### src/rtl/bcd_cal_pkg.sv
package bcd_cal_pkg;

  localparam int FIELD_W    = 8;
  localparam int NUM_FIELDS = 7;

  // Packed-BCD increment of a value whose units digit is 0..9.
  function automatic logic [7:0] bcd_inc(input logic [7:0] v);
    if (v[3:0] == 4'd9) return {v[7:4] + 4'd1, 4'd0};
    return v + 8'd1;
  endfunction

  // Last date of a month, in BCD. Divisibility by 4 is taken from the digits:
  // an even tens digit needs units 0/4/8, an odd one needs units 2/6.
  function automatic logic [7:0] month_len(input logic [7:0] mon, input logic [7:0] yr);
    logic leap;
    leap = yr[4] ? (yr[1:0] == 2'b10) : (yr[1:0] == 2'b00);
    case (mon)
      8'h02:                      return leap ? 8'h29 : 8'h28;
      8'h04, 8'h06, 8'h09, 8'h11: return 8'h30;
      default:                    return 8'h31;
    endcase
  endfunction

  // Next hours byte, with bit 8 = day carry. Bit 6 of the result is always 0.
  function automatic logic [8:0] hour_step(input logic [7:0] h);
    logic [7:0] inc;
    logic [8:0] r;
    if (!h[7]) begin
      inc = bcd_inc({2'b00, h[5:0]});
      r   = (h[5:0] == 6'h23) ? {1'b1, 8'h00} : {1'b0, inc};
    end else begin
      inc = bcd_inc({3'b000, h[4:0]});
      case (h[4:0])
        5'h12:   r = {1'b0, 2'b10, h[5], 5'h01};
        5'h11:   r = {h[5], 2'b10, ~h[5], 5'h12};
        default: r = {1'b0, 2'b10, h[5], inc[4:0]};
      endcase
    end
    return r;
  endfunction

endpackage

### src/rtl/cal_prescaler.sv
module cal_prescaler #(
  parameter int DIV_W = 15
) (
  input  logic clk,
  input  logic rst_n,
  input  logic halt,
  output logic tick
);
  localparam logic [DIV_W-1:0] ONE = {{(DIV_W-1){1'b0}}, 1'b1};

  logic [DIV_W-1:0] cnt;

  always_ff @(posedge clk or negedge rst_n) begin
    if (!rst_n)    cnt <= '0;
    else if (halt) cnt <= '0;
    else           cnt <= cnt + ONE;
  end

  assign tick = !halt && (&cnt);

  // Ticks are never back to back (period is at least 2 cycles).
  p_tick_gap_r4: assert property (@(posedge clk) disable iff (!rst_n)
    tick |=> !tick);

endmodule

### src/rtl/cal_time_of_day.sv
module cal_time_of_day
  import bcd_cal_pkg::*;
(
  input  logic       clk,
  input  logic       rst_n,
  input  logic       tick,
  input  logic [2:0] ld_sel,
  input  logic [7:0] ld_data,
  output logic [7:0] sec_q,
  output logic [7:0] min_q,
  output logic [7:0] hour_q,
  output logic       halt,
  output logic       day_carry
);
  logic       sec_wrap;
  logic       min_wrap;
  logic [8:0] hstep;

  assign sec_wrap  = tick && (sec_q[6:0] == 7'h59);
  assign min_wrap  = sec_wrap && (min_q == 8'h59);
  assign hstep     = hour_step(hour_q);
  assign day_carry = min_wrap && hstep[8];
  assign halt      = sec_q[7];

  always_ff @(posedge clk or negedge rst_n) begin
    if (!rst_n) begin
      sec_q  <= 8'h00;
      min_q  <= 8'h00;
      hour_q <= 8'h00;
    end else begin
      if (ld_sel[0])    sec_q <= ld_data;
      else if (tick)    sec_q <= sec_wrap ? {sec_q[7], 7'h00}
                                          : (bcd_inc({1'b0, sec_q[6:0]}) | {sec_q[7], 7'h00});
      if (ld_sel[1])     min_q <= ld_data;
      else if (sec_wrap) min_q <= (min_q == 8'h59) ? 8'h00 : bcd_inc(min_q);
      if (ld_sel[2])     hour_q <= ld_data & 8'hBF;
      else if (min_wrap) hour_q <= hstep[7:0];
    end
  end

  // Seconds wrap to zero and keep the halt bit.
  p_sec_wrap_r2: assert property (@(posedge clk) disable iff (!rst_n)
    (sec_wrap && !ld_sel[0]) |=> (sec_q[6:0] == 7'h00));

  // 11 -> 12 in 12-hour mode inverts the PM flag.
  p_pm_toggle_r6: assert property (@(posedge clk) disable iff (!rst_n)
    (min_wrap && !ld_sel[2] && hour_q[7] && hour_q[4:0] == 5'h11)
      |=> (hour_q[5] != $past(hour_q[5])) && (hour_q[4:0] == 5'h12));

  // 24-hour mode never leaves 00..23.
  p_hour24_range_r5: assert property (@(posedge clk) disable iff (!rst_n)
    (min_wrap && !ld_sel[2] && !hour_q[7] && hour_q[5:0] == 6'h23) |=> (hour_q == 8'h00));

endmodule

### src/rtl/cal_date.sv
module cal_date
  import bcd_cal_pkg::*;
(
  input  logic       clk,
  input  logic       rst_n,
  input  logic       day_carry,
  input  logic [3:0] ld_sel,
  input  logic [7:0] ld_data,
  output logic [7:0] date_q,
  output logic [7:0] month_q,
  output logic [7:0] wday_q,
  output logic [7:0] year_q
);
  logic date_wrap;
  logic month_wrap;

  assign date_wrap  = day_carry && (date_q == month_len(month_q, year_q));
  assign month_wrap = date_wrap && (month_q == 8'h12);

  always_ff @(posedge clk or negedge rst_n) begin
    if (!rst_n) begin
      date_q  <= 8'h01;
      month_q <= 8'h01;
      wday_q  <= 8'h01;
      year_q  <= 8'h00;
    end else begin
      if (ld_sel[0])      date_q <= ld_data;
      else if (day_carry) date_q <= date_wrap ? 8'h01 : bcd_inc(date_q);
      if (ld_sel[1])      month_q <= ld_data;
      else if (date_wrap) month_q <= month_wrap ? 8'h01 : bcd_inc(month_q);
      if (ld_sel[2])      wday_q <= ld_data;
      else if (day_carry) wday_q <= (wday_q == 8'h07) ? 8'h01 : wday_q + 8'd1;
      if (ld_sel[3])       year_q <= ld_data;
      else if (month_wrap) year_q <= (year_q == 8'h99) ? 8'h00 : bcd_inc(year_q);
    end
  end

  // Month end returns the date to 01.
  p_month_end_r8: assert property (@(posedge clk) disable iff (!rst_n)
    (date_wrap && !ld_sel[0]) |=> (date_q == 8'h01));

  // Weekday wraps from 7 to 1.
  p_wday_wrap_r7: assert property (@(posedge clk) disable iff (!rst_n)
    (day_carry && !ld_sel[2] && wday_q == 8'h07) |=> (wday_q == 8'h01));

endmodule

### src/rtl/bcd_calendar_clock.sv
module bcd_calendar_clock
  import bcd_cal_pkg::*;
#(
  parameter int DIV_W = 15
) (
  input  logic       clk,
  input  logic       rst_n,
  input  logic       ld_we,
  input  logic [2:0] ld_addr,
  input  logic [7:0] ld_data,
  output logic [7:0] sec_o,
  output logic [7:0] min_o,
  output logic [7:0] hour_o,
  output logic [7:0] date_o,
  output logic [7:0] month_o,
  output logic [7:0] wday_o,
  output logic [7:0] year_o
);
  localparam int TOD_FIELDS = 3;

  logic [NUM_FIELDS-1:0] ld_sel;
  logic                  tick;
  logic                  halt;
  logic                  day_carry;

  for (genvar i = 0; i < NUM_FIELDS; i++) begin : g_dec
    assign ld_sel[i] = ld_we && (ld_addr == 3'(i));
  end

  cal_prescaler #(.DIV_W(DIV_W)) u_pre (
    .clk(clk), .rst_n(rst_n), .halt(halt), .tick(tick)
  );

  cal_time_of_day u_tod (
    .clk(clk), .rst_n(rst_n), .tick(tick),
    .ld_sel(ld_sel[TOD_FIELDS-1:0]), .ld_data(ld_data),
    .sec_q(sec_o), .min_q(min_o), .hour_q(hour_o),
    .halt(halt), .day_carry(day_carry)
  );

  cal_date u_date (
    .clk(clk), .rst_n(rst_n), .day_carry(day_carry),
    .ld_sel(ld_sel[NUM_FIELDS-1:TOD_FIELDS]), .ld_data(ld_data),
    .date_q(date_o), .month_q(month_o), .wday_q(wday_o), .year_q(year_o)
  );

  // Halted and not loaded: every field holds.
  p_halt_freeze_r3: assert property (@(posedge clk) disable iff (!rst_n)
    (halt && !ld_we)
      |=> $stable({sec_o, min_o, hour_o, date_o, month_o, wday_o, year_o}));

  // A minutes load wins over any carry on the same edge.
  p_load_wins_r10: assert property (@(posedge clk) disable iff (!rst_n)
    (ld_we && ld_addr == 3'd1) |=> (min_o == $past(ld_data)));

endmodule

### config.mk
export PLATFORM = sky130hd
export DESIGN_NAME = bcd_calendar_clock
export DESIGN_NICKNAME = d
export VERILOG_FILES = /design/src/rtl/bcd_cal_pkg.sv /design/src/rtl/cal_prescaler.sv /design/src/rtl/cal_time_of_day.sv /design/src/rtl/cal_date.sv /design/src/rtl/bcd_calendar_clock.sv
export SDC_FILE = /design/constraint.sdc
export NUM_CORES = 1
export LEC_CHECK = 0
export BUFFER_PORTS_ARGS = -buffer_cell sky130_fd_sc_hd__buf_2
export CAP_MARGIN = 20
export CELL_PAD_IN_SITES_DETAIL_PLACEMENT = 1
export CELL_PAD_IN_SITES_GLOBAL_PLACEMENT = 2
export CORE_MARGIN = 3
export CORE_UTILIZATION = 37
export CTS_CLUSTER_DIAMETER = 30
export DETAILED_ROUTE_END_ITERATION = 6
export GPL_ROUTABILITY_DRIVEN = 0
export PLACE_DENSITY = 0.85
export SYNTH_ARGS = -nofsm -noshare
export SYNTH_HDL_FRONTEND = slang
export SYNTH_SLANG_ARGS = --single-unit
export TNS_END_PERCENT = 100
### constraint.sdc
create_clock -name clk -period 7.7 [get_ports clk]
set_clock_uncertainty 0.2 [all_clocks]
set_input_delay 0 -clock clk [delete_from_list [all_inputs] [get_ports clk]]
set_output_delay 0 -clock clk [all_outputs]
set_load 0.02 [all_outputs]
Yosys cells after proc, flatten, opt, wreduce, memory -nomap -nowiden. Cells that the tools add are included.

Logic and storage cells: 146. Input bits: 14. Register bits: 71. Output and inout port bits: 56.

Add/sub/neg operators: 16. Equal/unequal tests: 30. Bitwise gates (word level): 2. Mux-type cells: 61. Reductions and logical operators: 27.

Operators by type and width (number): 8-bit two-way mux (34); 8-bit by 1-bit adder with 8-bit output (second input constant) (5); 4-bit equality test (second input constant) (6); 8-bit by 3-bit equality test with 1-bit output (second input constant) (3); 1-bit two-way mux (20); 9-bit two-way mux (2); 9-bit case mux with 2 select lines (1); 4-bit by 1-bit adder with 4-bit output (second input constant) (4); 8-bit by 5-bit equality test with 1-bit output (second input constant) (2); 8-bit case mux with 2 select lines (1); 15-bit by 1-bit adder with 15-bit output (second input constant) (1); 15-bit two-way mux (1); 15-bit AND reduction (1); 2-bit nonzero test (7); 1-bit logical AND (13); 5-bit equality test (second input constant) (2); 5-bit two-way mux (2); 3-bit equality test (second input constant) (3); 7-bit by 1-bit adder with 8-bit output (second input constant) (1); 8-bit by 2-bit equality test with 1-bit output (second input constant) (1); 8-bit by 4-bit equality test with 1-bit output (second input constant) (1); 8-bit by 7-bit equality test with 1-bit output (second input constant) (1); 8-bit equality test (1); 8-bit equality test (second input constant) (1); other kinds (20) (22).

Logic depth before layout (Yosys ltp). Gate-level depths: netlist of run 1.

Depth in word-level cells: 15. Mapped depth: 10. Mapped depth without buffers: 8.

By module. From an unflattened synthesis of run 1, not the netlist that was laid out.

Cells, all modules: 607. Area, all modules: 5275.1 µm².

Modules (own cells, without submodules): cal_date (times used 1, sequential area each 804.5 µm², area each 2590.0 µm², cells each 302); cal_time_of_day (times used 1, sequential area each 600.6 µm², area each 1854.3 µm², cells each 223); cal_prescaler (times used 1, sequential area each 375.4 µm², area each 744.5 µm², cells each 75); bcd_calendar_clock (times used 1, sequential area each 0.0 µm², area each 86.3 µm², cells each 7).

Least setup slack after synthesis of run 1. OpenSTA, ideal clock, no wires.

Path type: flip-flop to flip-flop. Start point: register u_date.month_q[5]. End point: register u_date.date_q[6]. Slack: 4.615 ns. Setup time: 0.082 ns. Stages on the path, launching flop included: 11. Required time: 7.418 ns. Data arrival time: 2.803 ns. Path buffers: 2. Period minus slack after synthesis: 3.085 ns. Cells stage by stage: dfrtp_1 inv_1 ha_1 or3b_4 or4_4 and4_4 buf_6 o21a_1 buf_6 or4_1 a31oi_1.

Word-level cells in the longest chain between the ends: 8. Elaborated cells on any way between the ends: 12. Classes of those cells: eq/ne (6); mux (4); reduce/logical (2).

RTL lines: start: declaration (line cal_date.sv:10) `output logic [7:0] month_q,`; start signal: assignment (line cal_date.sv:29) `if (ld_sel[1]) month_q <= ld_data;`; start signal: assignment (line cal_date.sv:30) `else if (date_wrap) month_q <= month_wrap ? 8'h01 : bcd_inc(month_q);`; 8-bit by 3-bit equality test with 1-bit output, or another cell as far along (line bcd_cal_pkg.sv:17) `case (mon)`; 4-bit OR reduction (line bcd_cal_pkg.sv:17); 8-bit case mux with 2 select lines * (line bcd_cal_pkg.sv:17); 8-bit equality test * (line cal_date.sv:17) `assign date_wrap = day_carry && (date_q == month_len(month_q, year_q));`; 1-bit logical AND * (line cal_date.sv:17); 8-bit two-way mux * (2 in a row) (line cal_date.sv:28) `else if (day_carry) date_q <= date_wrap ? 8'h01 : bcd_inc(date_q);`; 8-bit two-way mux * (line cal_date.sv:27) `if (ld_sel[0]) date_q <= ld_data;`; end signal: assignment (line cal_date.sv:27); end signal: assignment (line cal_date.sv:28); end: declaration (line cal_date.sv:9) `output logic [7:0] date_q,`.

Every way passes the cells marked *; elsewhere a longest branch is shown, timed or not. The select of a mux whose other input is x is not followed. A chain may end at the register's enable or synchronous reset.

Worst setup path in the final report of run 1.
Start point: register u_date.month_q[5]. End point: register u_date.year_q[4].

Word-level cells in the longest chain between the ends: 7. Elaborated cells on any way between the ends: 12. Classes of those cells: eq/ne (7); mux (1); reduce/logical (4).

RTL lines: 8-bit by 3-bit equality test with 1-bit output, or another cell as far along (line bcd_cal_pkg.sv:17); 4-bit OR reduction (line bcd_cal_pkg.sv:17); 8-bit case mux with 2 select lines (line bcd_cal_pkg.sv:17); 8-bit equality test (line cal_date.sv:17); 1-bit logical AND (line cal_date.sv:17); 1-bit logical AND * (line cal_date.sv:18) `assign month_wrap = date_wrap && (month_q == 8'h12);`; 2-bit nonzero test (no line) *; end signal: assignment (line cal_date.sv:33) `if (ld_sel[3]) year_q <= ld_data;`; end signal: assignment (line cal_date.sv:34) `else if (month_wrap) year_q <= (year_q == 8'h99) ? 8'h00 : bcd_inc(year_q);`; end: declaration (line cal_date.sv:12) `output logic [7:0] year_q`.

Every way passes the cells marked *; elsewhere a longest branch is shown, timed or not.

==> results of run 1 <==
-- routing by layer --
layer,vias to the layer above,share of wire,global-route usage
li1,2301,-,-
met1,2429,0.46,0.302
met2,113,0.46,0.372
met3,29,0.049,0.0420
met4,0,0.025,0.0861
met5,-,0,0
-- path summary, 6_finish.rpt --
| kind | from | to | slack [ns] | cells past startpoint |
|---|---|---|---|---|
| max in group asynchronous | rst_n | u_date.date_q[1]$_DFFE_PN0P_ | 6.41 | 3 |
| worst max register to register | u_date.month_q[5]$_DFFE_PN0P_ | u_date.year_q[4]$_DFFE_PN0P_ | 3.96 | 8 |
| worst min-delay path | ld_addr[2] | u_date.year_q[5]$_DFFE_PN0P_ | 0.03 | 4 |
| worst max-delay path | u_date.month_q[5]$_DFFE_PN0P_ | u_date.year_q[4]$_DFFE_PN0P_ | 3.96 | 8 |
| min in group asynchronous | rst_n | u_pre.cnt[7]$_DFF_PN0_ | 0.26 | 3 |
| worst min register to register | u_date.wday_q[0]$_DFFE_PN1P_ | u_date.wday_q[0]$_DFFE_PN1P_ | 0.31 | 2 |
-- registers in the layout, summed over array words and instances (netlist names) --
name,count
u_tod.sec_q,8
u_date.year_q,8
u_date.date_q,8
u_pre.cnt,15
u_tod.hour_q,8
u_date.wday_q,8
u_tod.min_q,8
u_date.month_q,8
-- cell usage in the layout (no fill, tap or decap), drive strengths merged, types with 6 or more instances in the layout --
| master | n |
|---|---|
| nand2b | 7 |
| nor2b | 13 |
| nor3b | 6 |
| and2 | 9 |
| or3 | 11 |
| and4 | 6 |
| nand4 | 12 |
| and3 | 6 |
| a21oi | 30 |
| inv | 19 |
| o211ai | 6 |
| dlygate4sd3 | 13 |
| xor2 | 10 |
| dfrtp | 68 |
| o21ai | 51 |
| a31oi | 13 |
| nand2 | 75 |
| buf | 74 |
| ha | 20 |
| nand3 | 32 |
| mux2i | 11 |
| nor2 | 51 |
| o31a | 8 |
| clkbuf | 14 |
| xnor2 | 12 |
| nor3 | 14 |
-- tightest hold or removal path, stage by stage --
cell and delay [ns]:
sky130_fd_sc_hd__buf_2 0.13, sky130_fd_sc_hd__nand2_1 0.13, sky130_fd_sc_hd__or3_1 0.14, sky130_fd_sc_hd__o31a_1 0.12
-- power groups by stage --
stage	logic (mW)	registers (mW)	clock network (mW)
final	0.405	0.566	0.442
after floorplan	0.214	0.597	0
after detailed placement	0.399	0.571	0
after global placement	0.387	0.564	0
after CTS	0.406	0.565	0.452
after global routing	0.453	0.582	0.469
-- cell type report --
class | instances | area [um^2] | area share
Multi-Input combinational cell | 473 | 2960 | 0.506
Sequential cell | 71 | 1780 | 0.305
Timing Repair Buffer | 87 | 510 | 0.0873
Clock buffer | 14 | 274 | 0.0469
Tap cell | 172 | 215 | 0.0368
Inverter | 19 | 71.3 | 0.0122
Clock inverter | 2 | 37.5 | 0.00642
-- kinds of logic after synthesis --
| group | count (synthesis) | synth area share |
|---|---|---|
| compound gates | 152 | 0.203 |
| xor+xnor | 22 | 0.0391 |
| buf+inv | 44 | 0.0384 |
| flops | 71 | 0.362 |
| fa+ha+maj | 20 | 0.0508 |
| mux | 11 | 0.0224 |
| simple gates | 268 | 0.285 |
-- timing repair --
action,in CTS,in global routing
endpoints found under the setup margin,0,0
gates resized for setup,0,0
endpoints found under the hold margin,121,1
hold buffers,10,3
-- per-stage QoR --
stage	setup WS [ns]	utilization	area, um^2
final	3.96	0.456	5850
after global routing	3.69	0.456	5850
after CTS	4.01	0.453	5810
after detailed placement	4.10	0.421	5400
after global placement	4.25	0.421	5400
after floorplan	4.62	-	4920
==> results by stage, run 1 <==
Finish:
- The number of antenna diodes in the final layout is 0.
- The final-stage net count is 695.
- The final cell count without fillers is 838.
- In the final layout, the share of cells above drive strength 1 is 0.158.
- Counting the fill cells in the layout gives 1569.
- From synthesis to final layout, the design area changed by 18.8%.

Yosys:
- The share of synthesized area in the top cell type comes to 0.346.
- When the netlist entered floorplanning its net count stood at 622.
- After synthesis, the mean cell area works out to 8.37 um^2.
- The share of the Yosys chip area taken by registers is 0.362.
- The post-synthesis instance area is 0.00492 mm^2.
- The synthesis warning total is 0.
- The number of enable-type register cells in the synthesized netlist is 0.
- After synthesis the netlist holds a flip-flop and latch count of 71.
- The share of synthesized registers carrying an async set or reset is 1.00.
- The predominant post-synthesis flop cell is sky130_fd_sc_hd__dfrtp_1.
- The leading cell type by number of instances after synthesis is sky130_fd_sc_hd__nand2_1.
- The post-synthesis instance total is 588.
- The cell type with the highest aggregate area in the netlist is sky130_fd_sc_hd__dfrtp_1.
- By area the synthesized netlist is led by sky130_fd_sc_hd__dfrtp_1 35%, sky130_fd_sc_hd__nand2_1 5.7%, sky130_fd_sc_hd__ha_1 5.1%, sky130_fd_sc_hd__o21ai_0 4.4%, sky130_fd_sc_hd__nor2_1 3.9%.
- Synthesis instantiated 69 different standard cells from the library.
- By count the netlist is led by 75 x sky130_fd_sc_hd__nand2_1, 68 x sky130_fd_sc_hd__dfrtp_1, 51 x sky130_fd_sc_hd__nor2_1, 43 x sky130_fd_sc_hd__o21ai_0, 32 x sky130_fd_sc_hd__nand3_1.

Pwr:
- The internal power is 0.883 mW.
- The reported net switching power is 0.530 mW.
- The share of total power dissipated in the clock network is 0.313.
- The relative contribution of combinational cells to total power is 0.286.
- The proportion of power drawn by flip-flops and latches is 0.401.
- In this run the power density over the cells is 242 mW/mm^2.
- The switching power share of the total is 0.375.
- The post-route total power is 1.41 mW.
- The worst-case IR drop observed on VDD is 0.0000896 V.
- For this design the static power due to leakage is 2.43 nW.

Drt:
- The detail route stage leaves a number of antenna-violating nets equal to 0.
- The routed design has 16000 um of wire.
- The DRC violation total after the first TritonRoute iteration is 303.
- Using the TritonRoute via totals, the vias-per-cell ratio works out to 5.81.
- The first detailed-routing pass ran for 4 iterations.
- For this run, design rule violations remaining after detail routing come to 0.
- After detailed routing, the average wire length per cell comes to 19.1 um.
- The final route contains 4872 vias.

Timing:
- Headroom to the max-slew limit came out at 0.315.
- The final worst-path cycle share is 0.485.
- The smallest hold slack is 0.0254 ns.
- The number of endpoints with negative hold slack in the final report came to 0.
- The sum of negative setup slack is 0 ns.
- The final-report max-slew violation count is 0.
- The total of endpoints with negative setup slack in the final report is 0.
- The slew at the pin with the worst max-slew slack is 1.03 ns.
- Setup repair after global routing left no endpoint under its margin.
- Based on the critical path, the design can be clocked at up to 268 MHz.
- The routed design could run at a clock period as short as 3.74 ns.

Worst setup path:
- The type of origin of the critical path is a flip-flop.
- The maximum cell stage delay along the critical path is 0.66 ns.
- The master of the slowest instance on the critical path is sky130_fd_sc_hd__or4_1.
- The count of buffering cells on the critical path with inverters included is 1.
- Data on the critical path is required at its endpoint by 7.76 ns.
- Traced cell by cell, the critical path runs through inv_1 > ha_1 > nor3b_1 > nand4_1 > a2111oi_2 > o2111ai_1 > or4_1 > a31oi_1.
- The largest fanout of any net on the critical path is 12.
- The endpoint kind of the worst setup timing path is a flip-flop.
- The worst setup path category is reg2reg.
- For the worst setup path, the data arrival time is 3.80 ns.
- The cell family contributing the most delay on the critical path is compound AO/OA/AOI/OAI gates.

Clock tree:
- The maximum number of buffers from clock root to sink is 2.
- The post-CTS setup-driven buffer insertion count is 0.
- The number of buffers inserted during clock tree synthesis is 9.
- The later pin in the worst-skew pair is clocked with a latency of 0.34 ns.
- The CTS H-tree depth is 3.
- TritonCTS built the clock tree.
- The cell chosen for the clock root is sky130_fd_sc_hd__clkbuf_16.
- The clock-pin transition on the worst setup and hold timing paths is 0.06 ns.
- The clock sink total is 71.

Placement:
- After detailed placement, the design holds a cell count of 808.
- The count of buffers added on input and output ports is 69.
- Detailed placement ended at an HPWL of 11300 um.

Min path:
- The worst hold path belongs to the class in2reg.

Die:
- The core region is 0.0128 mm^2.
- The initial standard-cell utilization of the core is 0.384.
- During I/O placement, the number of pins put on the boundary was 70.
- The row count is 41.
- In this run the horizontal extent of the chip is 121 um.
- The die covers 0.0147 mm^2.
- The die is 121 um tall.

Global route:
- The initial antenna violation count came to 0.
- Entering global routing, the biggest net connects 72 pins.
- For this run, the total global-route usage over all layers was measured as 0.229.
- The first global-routing pass estimated 26800 um of wire.
- The via count of the first global-routing pass is 5136.
- The total congestion overflow after global routing is 0.

Run status:
- The flow ran to the end, and the final reports show no timing, DRC or antenna violations.

Run:
- Across the run, the number of max-cap violations was 0.
Note: power is estimated with default switching activity, not from simulation.
==> run 2: changes to the inputs <==
ABC_AREA = 1   (was not set)
CORE_UTILIZATION = 29   (was 37)
PLACE_DENSITY = 0.76   (was 0.85)
clock period = 3.1 ns   (was 7.7 ns; I/O delays follow)
==> run 2 against run 1 <==
Cell area is 0.90% higher. Clock power is 130% higher. Non-clock buffer count is 6 lower. Flip-flop and latch count stayed put. Utilization is 9.2 points lower. First-iteration DRC count is 16% lower. Worst hold slack better by 0.030 ns. Critical path type unchanged.
==> results by stage, run 2 <==
Run status:
- The flow ran to the end, and the final reports show no timing, DRC or antenna violations.

Worst setup path:
- The reg2reg setup slack is 0.60 ns (-3.37 ns).
- The data arrival time of the critical path is 2.52 ns (-1.28 ns).
- The endpoint kind of the worst setup timing path is a flip-flop.
- The reg-to-reg critical path endpoint is u_date.date_q[7]$_DFFE_PN0P_.
- The path depth of the worst reg2reg path was 11 (+3).
- The required arrival time at the worst endpoint was 3.12 ns (-4.64 ns).
- The type of origin of the critical path is a flip-flop.
- The largest fanout of any net on the critical path is 7 (-5).
- The critical path is of the reg2reg type.
- The worst register-to-register path begins at u_tod.sec_q[1]$_DFFE_PN0P_.

Clock tree:
- The cell chosen for the clock root is sky130_fd_sc_hd__clkbuf_16.
- The post-CTS setup-driven buffer insertion count is 0 (unchanged).
- The clock-pin transition on the worst setup and hold timing paths was 0.06 ns (about the same).
- The clock sink total is 71 (unchanged).
- The CTS H-tree depth is 3 (unchanged).
- The maximum number of buffers from clock root to sink is 2 (unchanged).
- The clock insertion delay at the later pin of the skew report is 0.34 ns (about the same).
- The count of cells resized by post-cts repair is 0 (unchanged).
- The number of buffers inserted during clock tree synthesis is 9 (unchanged).
- TritonCTS built the clock tree.
- The count of hold-fix buffers inserted at cts is 9 (-1).

Drt:
- The remaining routing DRC violations is 0 (unchanged).
- The post-detailed-routing wire length is 16500 um (+3.1%).
- The total via count after detailed routing is 5048 (+3.6%).
- The DRC violation total after the first TritonRoute iteration came to 254 (-16%).
- The routed via count divided by cell count is 5.08 (-13%).
- The wire length per cell was 16.7 um (-13%).
- The number of nets with antenna violations after routing is 0 (unchanged).
- The iteration count of the initial detailed-routing pass is 4 (unchanged).

Global route:
- The via count of the first global-routing pass is 5262 (+2.5%).
- The total routing usage reported by global routing is 0.187 (-0.0420).
- The initial antenna violation count is 0 (unchanged).
- The maximum number of pins on one net before global-route repair is 72 (unchanged).
- The total congestion overflow after global routing is 0 (unchanged).
- The first-pass GRT wire length is 27300 um (+1.6%).

Pwr:
- The worst voltage drop across the vdd grid is 0.000276 V (+210%).
- The cell leakage power came to 2.92 nW (+20%).
- The power per unit of standard cell area came to 659 mW/mm^2 (+170%).
- The post-route total power came to 3.89 mW (+180%).

Yosys:
- The post-synthesis instance total is 689 (+17%).
- The number of enable-type register cells in the synthesized netlist is 0 (unchanged).
- The part of the Yosys area used for sequential elements came to 0.362 (+0.000553).
- The synthesis warning total is 0 (unchanged).
- The post-synthesis mux area share came to 0 (-0.0224).
- The total nets after synthesis came to 723 (+16%).
- The area fraction of the dominant cell type after synthesis came to 0.346 (+0.000528).
- The adder-cell share of the synthesized area is 0.0509 (+0.0000777).
- In the post-synthesis netlist, the biggest area contributors are sky130_fd_sc_hd__dfrtp_1 35%, sky130_fd_sc_hd__nand2_1 14%, sky130_fd_sc_hd__inv_1 7.5%, sky130_fd_sc_hd__nand3_1 5.9%, sky130_fd_sc_hd__ha_1 5.1%.
- The predominant post-synthesis flop cell is sky130_fd_sc_hd__dfrtp_1.
- The number of register bits inferred by synthesis was 71 (unchanged).
- The unique cell type count in the Yosys netlist is 42 (-39%).
- The synthesized-area fraction occupied by xor and xnor cells is 0.0374 (-0.00172).
- The share of synthesized cell area in and, or, nand and nor gates is 0.328 (+0.0435).
- The mean instance size in the synthesized netlist is 7.13 um^2 (-15%).
- By area, the combinational part of the netlist is dominated by simple AND/OR/NAND/NOR gates.
- The cell type with the highest aggregate area in the netlist is sky130_fd_sc_hd__dfrtp_1.
- The post-synthesis instance area is 0.00491 mm^2 (-0.15%).
- By instance count, the leading cell after synthesis is sky130_fd_sc_hd__nand2_1.
- The share of synthesized registers carrying an async set or reset was 1.00 (unchanged).
- The synthesized-area fraction occupied by ao, oa, aoi and oai cells is 0.134 (-0.0687).
- The commonest cells after synthesis are 183 x sky130_fd_sc_hd__nand2_1, 98 x sky130_fd_sc_hd__inv_1, 68 x sky130_fd_sc_hd__dfrtp_1, 61 x sky130_fd_sc_hd__nor2_1, 58 x sky130_fd_sc_hd__nand3_1.

Finish:
- The total area of multi-input combinational cells came to 0.00271 mm^2 (-8.5%).
- The register with the most flip-flops in the final layout is u_pre.cnt.
- The library cell used most frequently in the layout, excluding fill and tap cells, is sky130_fd_sc_hd__nand2_1.
- The synthesis-to-layout area growth is 20.0%.
- The fraction of final layout cells with drive strength greater than 1 was 0.140 (-0.0174).
- The final-stage net count was 806 (+16%).
- The library cells used most frequently in the layout, excluding fill and tap cells, are 183 x sky130_fd_sc_hd__nand2_1, 98 x sky130_fd_sc_hd__inv_1, 68 x sky130_fd_sc_hd__buf_2, 68 x sky130_fd_sc_hd__dfrtp_1, 61 x sky130_fd_sc_hd__nor2_1.
- The area taken by flip-flops and latches was 0.00178 mm^2 (unchanged).
- The flip-flop count of the largest register, all copies and words added is 15 (unchanged).
- The count of filler cells inserted in the layout came to 2122 (+35%).
- The antenna diode instance count was 0 (unchanged).
- The final cell count without fillers is 993 (+18%).

Timing:
- The sum of negative setup slack is 0 ns (unchanged).
- The relative slew slack was 0.655 (+0.340).
- The final-report max-slew violation count is 0 (unchanged).
- The minimum clock period is 2.50 ns (-1.23 ns).
- The number of endpoints with negative hold slack in the final report was 0 (unchanged).
- The slew at the pin with the worst max-slew slack is 0.517 ns (-0.510 ns).
- The total of endpoints with negative setup slack in the final report is 0 (unchanged).
- The final worst-path cycle share is 0.807 (+0.322).
- The smallest hold slack is 0.0552 ns (+0.0298 ns).
- The highest clock rate is 400 MHz (+49%).
- Setup repair after global routing left no endpoint under its margin.

Die:
- The top-level port count was 70 (unchanged).
- The area enclosed by the die boundary came to 0.0185 mm^2 (+26%).
- The width of the die is 136 um (+12%).
- The row count is 46 (+12%).
- The core box area came to 0.0162 mm^2 (+27%).
- The initial standard-cell utilization of the core was 0.303 (-0.0810).
- The height of the chip was 136 um (+12%).

Placement:
- The number of cells after detailed placement is 966 (+20%).
- The HPWL reported at the end of detailed placement is 12500 um (+11%).
- The number of input and output port buffers inserted was 69 (unchanged).

Min path:
- The cell depth of the worst hold path is 6 (+2).
- The endpoint with the worst hold slack is u_tod.sec_q[6]$_DFFE_PN0P_.
- In this run the most critical hold path is launched from ld_addr[1].
- The type of the tightest min-delay check is in2reg.

Run:
- The max-cap violation count was 0 (unchanged).
run 2: cell types whose count changed after synthesis, moves of 11 or more:
cell                       before  now
sky130_fd_sc_hd__o221ai_1       1   13
sky130_fd_sc_hd__a21oi_1       30   19
sky130_fd_sc_hd__nand2_1       75  183
sky130_fd_sc_hd__inv_1         19   98
sky130_fd_sc_hd__or3_1         11    0
sky130_fd_sc_hd__mux2i_1       11    0
sky130_fd_sc_hd__nand3_1       32   58
sky130_fd_sc_hd__nor2b_1       13    0
run 2: report_power, final:
group | switching, mW | internal (mW)
Clock | 0.412 | 0.621
Sequential | 0.328 | 1.13
Combinational | 0.896 | 0.502
Total | 1.64 | 2.25
run 2: per-layer routing:
| metal | routed length [um] | track usage | vias up |
|---|---|---|---|
| li1 | - | - | 2450 |
| met1 | 7700 | 0.244 | 2497 |
| met2 | 7990 | 0.317 | 84 |
| met3 | 528 | 0.0229 | 17 |
| met4 | 308 | 0.0655 | 0 |
| met5 | 0 | 0 | - |
run 2: worst max path at each step:
stage,startpoint,endpoint,slack (ns),cells past startpoint
after floorplan,u_tod.sec_q[0]$_DFFE_PN0P_,u_date.wday_q[4]$_DFFE_PN0P_,0.96,10
after global placement,u_tod.sec_q[1]$_DFFE_PN0P_,u_date.date_q[7]$_DFFE_PN0P_,0.73,11
after detailed placement,u_tod.sec_q[5]$_DFFE_PN0P_,u_date.date_q[7]$_DFFE_PN0P_,0.64,11
after CTS,u_tod.sec_q[5]$_DFFE_PN0P_,u_date.date_q[7]$_DFFE_PN0P_,0.63,11
after global routing,u_tod.sec_q[1]$_DFFE_PN0P_,u_date.date_q[4]$_DFFE_PN0P_,0.39,11
final,u_tod.sec_q[1]$_DFFE_PN0P_,u_date.date_q[7]$_DFFE_PN0P_,0.60,11
run 2: layout make-up:
type | instances | area share
Multi-Input combinational cell | 509 | 0.459
Inverter | 100 | 0.0636
Clock buffer | 12 | 0.0401
Timing Repair Buffer | 81 | 0.0819
Clock inverter | 4 | 0.00806
Tap cell | 216 | 0.0458
Sequential cell | 71 | 0.302
run 2: per-stage QoR:
step | utilization | setup slack (ns) | cell area, um^2
CTS | 0.361 | 0.627 | 5860
finish | 0.363 | 0.598 | 5900
global route | 0.363 | 0.390 | 5900
global placement | 0.338 | 0.733 | 5490
floorplan | - | 0.960 | 4910
detailed placement | 0.338 | 0.640 | 5490
run 2: critical path: stages, from the launching register on:
cell,delay (ns)
sky130_fd_sc_hd__dfrtp_1,0.42
sky130_fd_sc_hd__inv_1,0.07
sky130_fd_sc_hd__ha_1,0.15
sky130_fd_sc_hd__nand3_1,0.11
sky130_fd_sc_hd__nor2_1,0.37
sky130_fd_sc_hd__inv_1,0.15
sky130_fd_sc_hd__nor2_1,0.19
sky130_fd_sc_hd__nand3_1,0.15
sky130_fd_sc_hd__nand2_1,0.22
sky130_fd_sc_hd__inv_1,0.16
sky130_fd_sc_hd__nand2_1,0.09
sky130_fd_sc_hd__o211ai_1,0.08
run 2: cell families after synthesis:
kind of cell    after synthesis
fa+ha+maj                    20
simple gates                359
xor+xnor                     21
flops                        71
compound gates              109
buf+inv                     109
